### src/rtl/pll_seq_pkg.sv
package pll_seq_pkg;

  typedef enum logic [1:0] {PH_IDLE, PH_BYP, PH_RST, PH_LOCK} phase_t;

  // control register bit positions
  localparam int CB_EN    = 0;
  localparam int CB_PWRDN = 1;
  localparam int CB_RSTN  = 3;
  localparam int CB_DIS   = 4;
  localparam int CB_SRC   = 5;
  localparam int CB_MODE  = 8;

  localparam logic [15:0] CTRL_MASK = 16'h013B;
  localparam logic [15:0] CTRL_INIT = 16'h0009;

  // frequency ratio for a multiplier code
  function automatic logic [16:0] calc_rate(input logic [15:0] m, input logic dbl);
    if (dbl) return {m, 1'b0};
    else     return {1'b0, m} + 17'd1;
  endfunction

  function automatic logic code_ok(input logic [15:0] v, input logic [15:0] lo,
                                   input logic [15:0] hi);
    return (v >= lo) && (v <= hi);
  endfunction

endpackage

### src/rtl/pll_seq_timer.sv
module pll_seq_timer #(
  parameter int TW = 4
) (
  input  logic          clk,
  input  logic          rst_n,
  input  logic          clr,
  input  logic          tick,
  input  logic [TW-1:0] limit,
  output logic          done
);
  logic [TW-1:0] cnt_q;

  assign done = tick && !clr && (cnt_q == limit - TW'(1));

  always_ff @(posedge clk or negedge rst_n) begin
    if (!rst_n)            cnt_q <= '0;
    else if (clr || done)  cnt_q <= '0;
    else if (tick)         cnt_q <= cnt_q + TW'(1);
  end
endmodule

### src/rtl/pll_seq_fsm.sv
module pll_seq_fsm
  import pll_seq_pkg::*;
#(
  parameter int TW         = 4,
  parameter int BYP_TICKS  = 4,
  parameter int RST_TICKS  = 25,
  parameter int LOCK_TICKS = 500
) (
  input  logic   clk,
  input  logic   rst_n,
  input  logic   ref_en,
  input  logic   start,
  input  logic   again,
  output phase_t phase,
  output logic   ev_byp,
  output logic   ev_rst,
  output logic   ev_rel,
  output logic   ev_lock,
  output logic   ev_done
);
  phase_t        ph_q, ph_d;
  logic [TW-1:0] limit;
  logic          tdone;

  always_comb begin
    case (ph_q)
      PH_BYP:  limit = TW'(BYP_TICKS);
      PH_RST:  limit = TW'(RST_TICKS);
      PH_LOCK: limit = TW'(LOCK_TICKS);
      default: limit = TW'(1);
    endcase
  end

  pll_seq_timer #(.TW(TW)) u_timer (
    .clk(clk), .rst_n(rst_n), .clr(ph_q == PH_IDLE), .tick(ref_en),
    .limit(limit), .done(tdone)
  );

  assign ev_rst  = (ph_q == PH_BYP)  && tdone;
  assign ev_rel  = (ph_q == PH_RST)  && tdone;
  assign ev_lock = (ph_q == PH_LOCK) && tdone;
  assign ev_done = ev_lock && !again;
  assign ev_byp  = ((ph_q == PH_IDLE) && start) || (ev_lock && again);

  always_comb begin
    ph_d = ph_q;
    if (ev_byp)       ph_d = PH_BYP;
    else if (ev_rst)  ph_d = PH_RST;
    else if (ev_rel)  ph_d = PH_LOCK;
    else if (ev_done) ph_d = PH_IDLE;
  end

  always_ff @(posedge clk or negedge rst_n) begin
    if (!rst_n) ph_q <= PH_IDLE;
    else        ph_q <= ph_d;
  end

  assign phase = ph_q;
endmodule

### src/rtl/pll_relock_seq.sv
module pll_relock_seq
  import pll_seq_pkg::*;
#(
  parameter int MW          = 5,
  parameter int MULT_MIN    = 1,
  parameter int MULT_MAX    = 24,
  parameter int INIT_MULT   = 7,
  parameter int BYP_TICKS   = 4,
  parameter int RST_TICKS   = 25,
  parameter int LOCK_TICKS  = 500,
  parameter bit DOUBLE_MULT = 1'b0
) (
  input  logic          clk,
  input  logic          rst_n,
  input  logic          ref_en,
  input  logic          bus_wr,
  input  logic [1:0]    bus_addr,
  input  logic [15:0]   bus_wdata,
  output logic [15:0]   bus_rdata,
  output logic          bypass_sel,
  output logic          pll_rst_n,
  output logic          pll_locked,
  output logic [MW-1:0] mult_applied,
  output logic [MW:0]   rate_factor
);
  localparam int MAXT_BR = (BYP_TICKS > RST_TICKS) ? BYP_TICKS : RST_TICKS;
  localparam int MAXT    = (MAXT_BR > LOCK_TICKS) ? MAXT_BR : LOCK_TICKS;
  localparam int TW      = $clog2(MAXT + 1);

  phase_t        phase;
  logic          ev_byp, ev_rst, ev_rel, ev_lock, ev_done;
  logic [15:0]   ctrl_q;
  logic [MW-1:0] mult_q, pend_q, new_mult;
  logic          again_q, err_q, locked_q;
  logic          busy, in_pass, ctl_wr, mul_wr, good_wr, bad_wr, start, again_now;
  logic [16:0]   rate_w;

  // named events for the checker
  assign busy      = (phase != PH_IDLE);
  assign in_pass   = (phase == PH_RST) || (phase == PH_LOCK);
  assign ctl_wr    = bus_wr && (bus_addr == 2'd0);
  assign mul_wr    = bus_wr && (bus_addr == 2'd1);
  assign good_wr   = mul_wr &&  code_ok(bus_wdata, 16'(MULT_MIN), 16'(MULT_MAX));
  assign bad_wr    = mul_wr && !code_ok(bus_wdata, 16'(MULT_MIN), 16'(MULT_MAX));
  assign start     = good_wr && !busy;
  assign again_now = again_q || (good_wr && in_pass);
  assign new_mult  = good_wr ? bus_wdata[MW-1:0] : pend_q;

  pll_seq_fsm #(
    .TW(TW), .BYP_TICKS(BYP_TICKS), .RST_TICKS(RST_TICKS), .LOCK_TICKS(LOCK_TICKS)
  ) u_fsm (
    .clk(clk), .rst_n(rst_n), .ref_en(ref_en), .start(start), .again(again_now),
    .phase(phase), .ev_byp(ev_byp), .ev_rst(ev_rst), .ev_rel(ev_rel),
    .ev_lock(ev_lock), .ev_done(ev_done)
  );

  always_ff @(posedge clk or negedge rst_n) begin
    if (!rst_n) begin
      pend_q   <= MW'(INIT_MULT);
      mult_q   <= MW'(INIT_MULT);
      again_q  <= 1'b0;
      err_q    <= 1'b0;
      locked_q <= 1'b1;
    end else begin
      if (good_wr) pend_q <= bus_wdata[MW-1:0];
      if (ev_rst)  mult_q <= new_mult;
      if (ev_rst)                     again_q <= 1'b0;
      else if (good_wr && in_pass)    again_q <= 1'b1;
      err_q <= err_q | bad_wr;
      if (ev_rst)       locked_q <= 1'b0;
      else if (ev_lock) locked_q <= 1'b1;
    end
  end

  always_ff @(posedge clk or negedge rst_n) begin
    if (!rst_n) begin
      ctrl_q <= CTRL_INIT;
    end else if (ctl_wr && !busy) begin
      ctrl_q <= bus_wdata & CTRL_MASK;
    end else begin
      if (ev_byp) begin
        ctrl_q[CB_EN]  <= 1'b0;
        ctrl_q[CB_SRC] <= 1'b0;
      end
      if (ev_rst) begin
        ctrl_q[CB_RSTN] <= 1'b0;
        ctrl_q[CB_DIS]  <= 1'b0;
      end
      if (ev_rel)  ctrl_q[CB_RSTN] <= 1'b1;
      if (ev_done) ctrl_q[CB_EN]   <= 1'b1;
    end
  end

  always_comb begin
    case (bus_addr)
      2'd0:    bus_rdata = ctrl_q;
      2'd1:    bus_rdata = 16'(mult_q);
      2'd2:    bus_rdata = {14'd0, err_q, busy};
      default: bus_rdata = 16'd0;
    endcase
  end

  assign rate_w       = calc_rate(16'(mult_q), DOUBLE_MULT);
  assign rate_factor  = rate_w[MW:0];
  assign bypass_sel   = !ctrl_q[CB_EN];
  assign pll_rst_n    = ctrl_q[CB_RSTN];
  assign pll_locked   = locked_q;
  assign mult_applied = mult_q;
endmodule

### config.mk
export PLATFORM = sky130hd
export DESIGN_NAME = pll_relock_seq
export DESIGN_NICKNAME = d
export VERILOG_FILES = /design/src/rtl/pll_seq_pkg.sv /design/src/rtl/pll_seq_timer.sv /design/src/rtl/pll_seq_fsm.sv /design/src/rtl/pll_relock_seq.sv
export SDC_FILE = /design/constraint.sdc
export NUM_CORES = 1
export LEC_CHECK = 0
export BUFFER_PORTS_ARGS = -buffer_cell sky130_fd_sc_hd__buf_2
export CORE_AREA = 2 2 74 76
export DETAILED_ROUTE_END_ITERATION = 6
export DIE_AREA = 0 0 76 78
export PLACE_DENSITY = 0.72
export SLEW_MARGIN = 20
export SYNTH_ARGS = -nofsm -noshare
export SYNTH_HDL_FRONTEND = slang
export SYNTH_HIERARCHICAL = 1
export SYNTH_SLANG_ARGS = --single-unit
export TNS_END_PERCENT = 1
### constraint.sdc
create_clock -name clk -period 3.53 [get_ports clk]
set_clock_uncertainty 0.15 [all_clocks]
set_input_delay 0.353 -clock clk [delete_from_list [all_inputs] [get_ports clk]]
set_output_delay 0.353 -clock clk [all_outputs]
set_load 0.1 [all_outputs]
==> run metrics <==
sequential-to-total area share from yosys stat=38.3%; most frequent cells after synthesis=nor2_1, dfrtp_1, nand2_1, nand3_1, xor2_1; Worst-Margin Slew=729 ps; WHS=163 ps; Max Cap Viol=0; Placed Cells=331; postcts setup bufs=0; Worst Hold Endpoint=ctrl_q[8]$_DFFE_PN0P_; vias in the first global route=1543; grt met2 use=25.3%; reg2reg path depth=12; Chip Height=78 um; die area=5930 um^2; routability-driven placement congestion ratio=0.796; drt wl/cell=12.8 um; Synth Flop Type=dfrtp_1; Core Rows=26; Port Buf Inserts=42; CORE AREA=5040 um^2; Crit Reg-Reg Startpoint=u_fsm/phase[0]$_DFFE_PN0P_; Worst Setup Start Kind=register; # DRC=0; ys async rst share=100%; post-synthesis cell type count=47; hold path cells=2; GR Util met3=2.91%; layer with the highest usage=met2; Antenna Nets Post-Route=0; Synth Instances=223; most frequent cell after synthesis=nor2_1; initial DRC count=55; net count reported at finish=294; Hold WC Path Type=in2reg; share of layout cells above drive strength 1=27.0%; Initial Util=39.4%; synthesis-to-layout area growth=18.4%; Total Routing Usage GR=15.3%; Yosys warnings=6; Reg-to-Reg End=mult_applied[3]$_DFFE_PN0P_; clk_lat worst skew=290 ps; RSZ-0062 raised after global routing=false; I/O pin count=52; fmax=0.310 GHz; Worst Setup End Kind=register; Util after Layout=46.7%; P_leak=1.08 nW; final worst path period share=91.3%; DR vias=1715; synthesized cell area=1990 um^2; CTS Buffer Depth=2; synthesized flop and latch total=30; largest net degree at the start of global routing=31; Final Non-Filler Cells=340; share of the synthesized area in the top cell type=26.4%; drt via density=5.04; dpl hpwl=3190 um; TritonCTS buffer count=5; Setup Viol. Count Final=0; final hold vios=0; CTS root buf=clkbuf_8; gr ovfl total=0; Hold Crit Start=bus_wdata[8]; number of flops mapped to enable cells by yosys=0; final setup TNS=0 ps; first-pass GRT wire length=7160 um; CTS H-tree depth=2; CP Max Fanout=11; max-slew violations=0; CTS tree=yes; iteration count of the initial detailed-routing pass=4; CTS sink cnt=30; status=finished clean; CP Data Required Time=3580 ps; initial antenna violation count=0; CTS clk-pin slew, worst paths=70 ps; Slew headroom=51.4%; Mapped Avg Cell Area=8.92 um^2; Pwr per Cell Area=357 nW/um^2; met1 Usage GRT=19.2%; Max VDD drop=0.261 mV; Final Critical Period=3220 ps; Power Total=840 uW; reg-to-reg slack, setup=310 ps; DIE WIDTH=76 um; cell taking the most area after synthesis=dfrtp_1; Area contributors post-synth=dfrtp_1, dfstp_2, xor2_1; final WL=4350 um; n_diodes=0; critical path arrival=3270 ps; Critical Setup Path Class=reg2reg
## metal layers
metal / up-vias / routed length (um)
met3: 9 / 138
li1: 851 / -
met5: - / 0
met2: 34 / 2110
met4: 0 / 112
met1: 821 / 1980
## worst max-delay path, cell delays in order (launching register included)
cell and delay (ps):
dfrtp_1 450, buf_4 190, nor2b_1 310, nor2_1 140
nor4b_2 190, a211o_1 280, or4_1 520, a21oi_2 220
nand2_1 150, nor2_1 140, buf_4 190, nor2_1 50
a31oi_1 160
## sequential cells by signal, summed over array words and instances, names as in the netlist
signal / flops
u_fsm/u_timer/cnt_q: 9
pend_q: 5
mult_applied: 5
err_q: 1
ctrl_q: 6
u_fsm/phase: 2
pll_locked: 1
again_q: 1
## stage by stage
step	setup WS, ps	cell area, um^2
2_1_floorplan	164	2030
3_3_place_gp	344	2240
3_5_place_dp	244	2240
4_1_cts	212	2350
5_1_grt	43.0	2350
6_report	307	2350
## how the worst max path moves through the flow
stage	to	from	slack [ps]
finish	mult_applied[3]$_DFFE_PN0P_	u_fsm/phase[0]$_DFFE_PN0P_	310
global route	mult_applied[3]$_DFFE_PN0P_	u_fsm/phase[0]$_DFFE_PN0P_	40
CTS	mult_applied[3]$_DFFE_PN0P_	u_fsm/phase[0]$_DFFE_PN0P_	210
detailed placement	mult_applied[3]$_DFFE_PN0P_	u_fsm/phase[0]$_DFFE_PN0P_	240
global placement	ctrl_q[0]$_DFFE_PN1P_	u_fsm/phase[0]$_DFFE_PN0P_	340
floorplan	rate_factor[4]	mult_applied[0]$_DFFE_PN1P_	160
## cell families after synthesis
group | share of synthesized area [%]
fa+ha+maj | 1.89
flops | 38.3
buf+inv | 7.55
mux | 3.90
xor+xnor | 11.0
other cells | 0.378
compound gates | 13.3
simple gates | 23.7
## power breakdown
part           total [mW]  switching, mW  internal [mW]
clock network       0.295          0.139          0.157
registers           0.367        0.00760          0.359
logic               0.178          0.146         0.0320
## placed cells by master (no fill, tap or decap), types with 4 or more instances in the layout
cell type	instances
buf_2	42
nor2_1	22
dfrtp_1	21
nand2_1	14
nand3_1	14
xor2_1	12
conb_1	12
xnor2_1	11
inv_1	11
dfstp_2	9
a211oi_1	8
a21oi_1	7
o21ai_0	6
nand4_1	6
clkbuf_8	6
and2_1	5
o21ai_1	5
nand2b_1	5
a31oi_1	5
mux2i_1	4
nor3_1	4
buf_4	4
## layout make-up
type,instances,area (um^2)
Multi-Input combinational cell,174,1120
Tap cell,70,87.6
Fill cell,480,2690
Inverter,11,41.3
Timing Repair Buffer,47,250
Sequential cell,30,762
Clock buffer,6,82.6
Clock inverter,2,12.5
## repair_timing
| item | in CTS | in global routing |
|---|---|---|
| hold endpoints to repair | 21 | 0 |
| resized for setup | 0 | 1 |
| endpoints found under the setup margin | 0 | 6 |
| hold buffers | 1 | 0 |
Note: power is estimated with default switching activity, not from simulation.
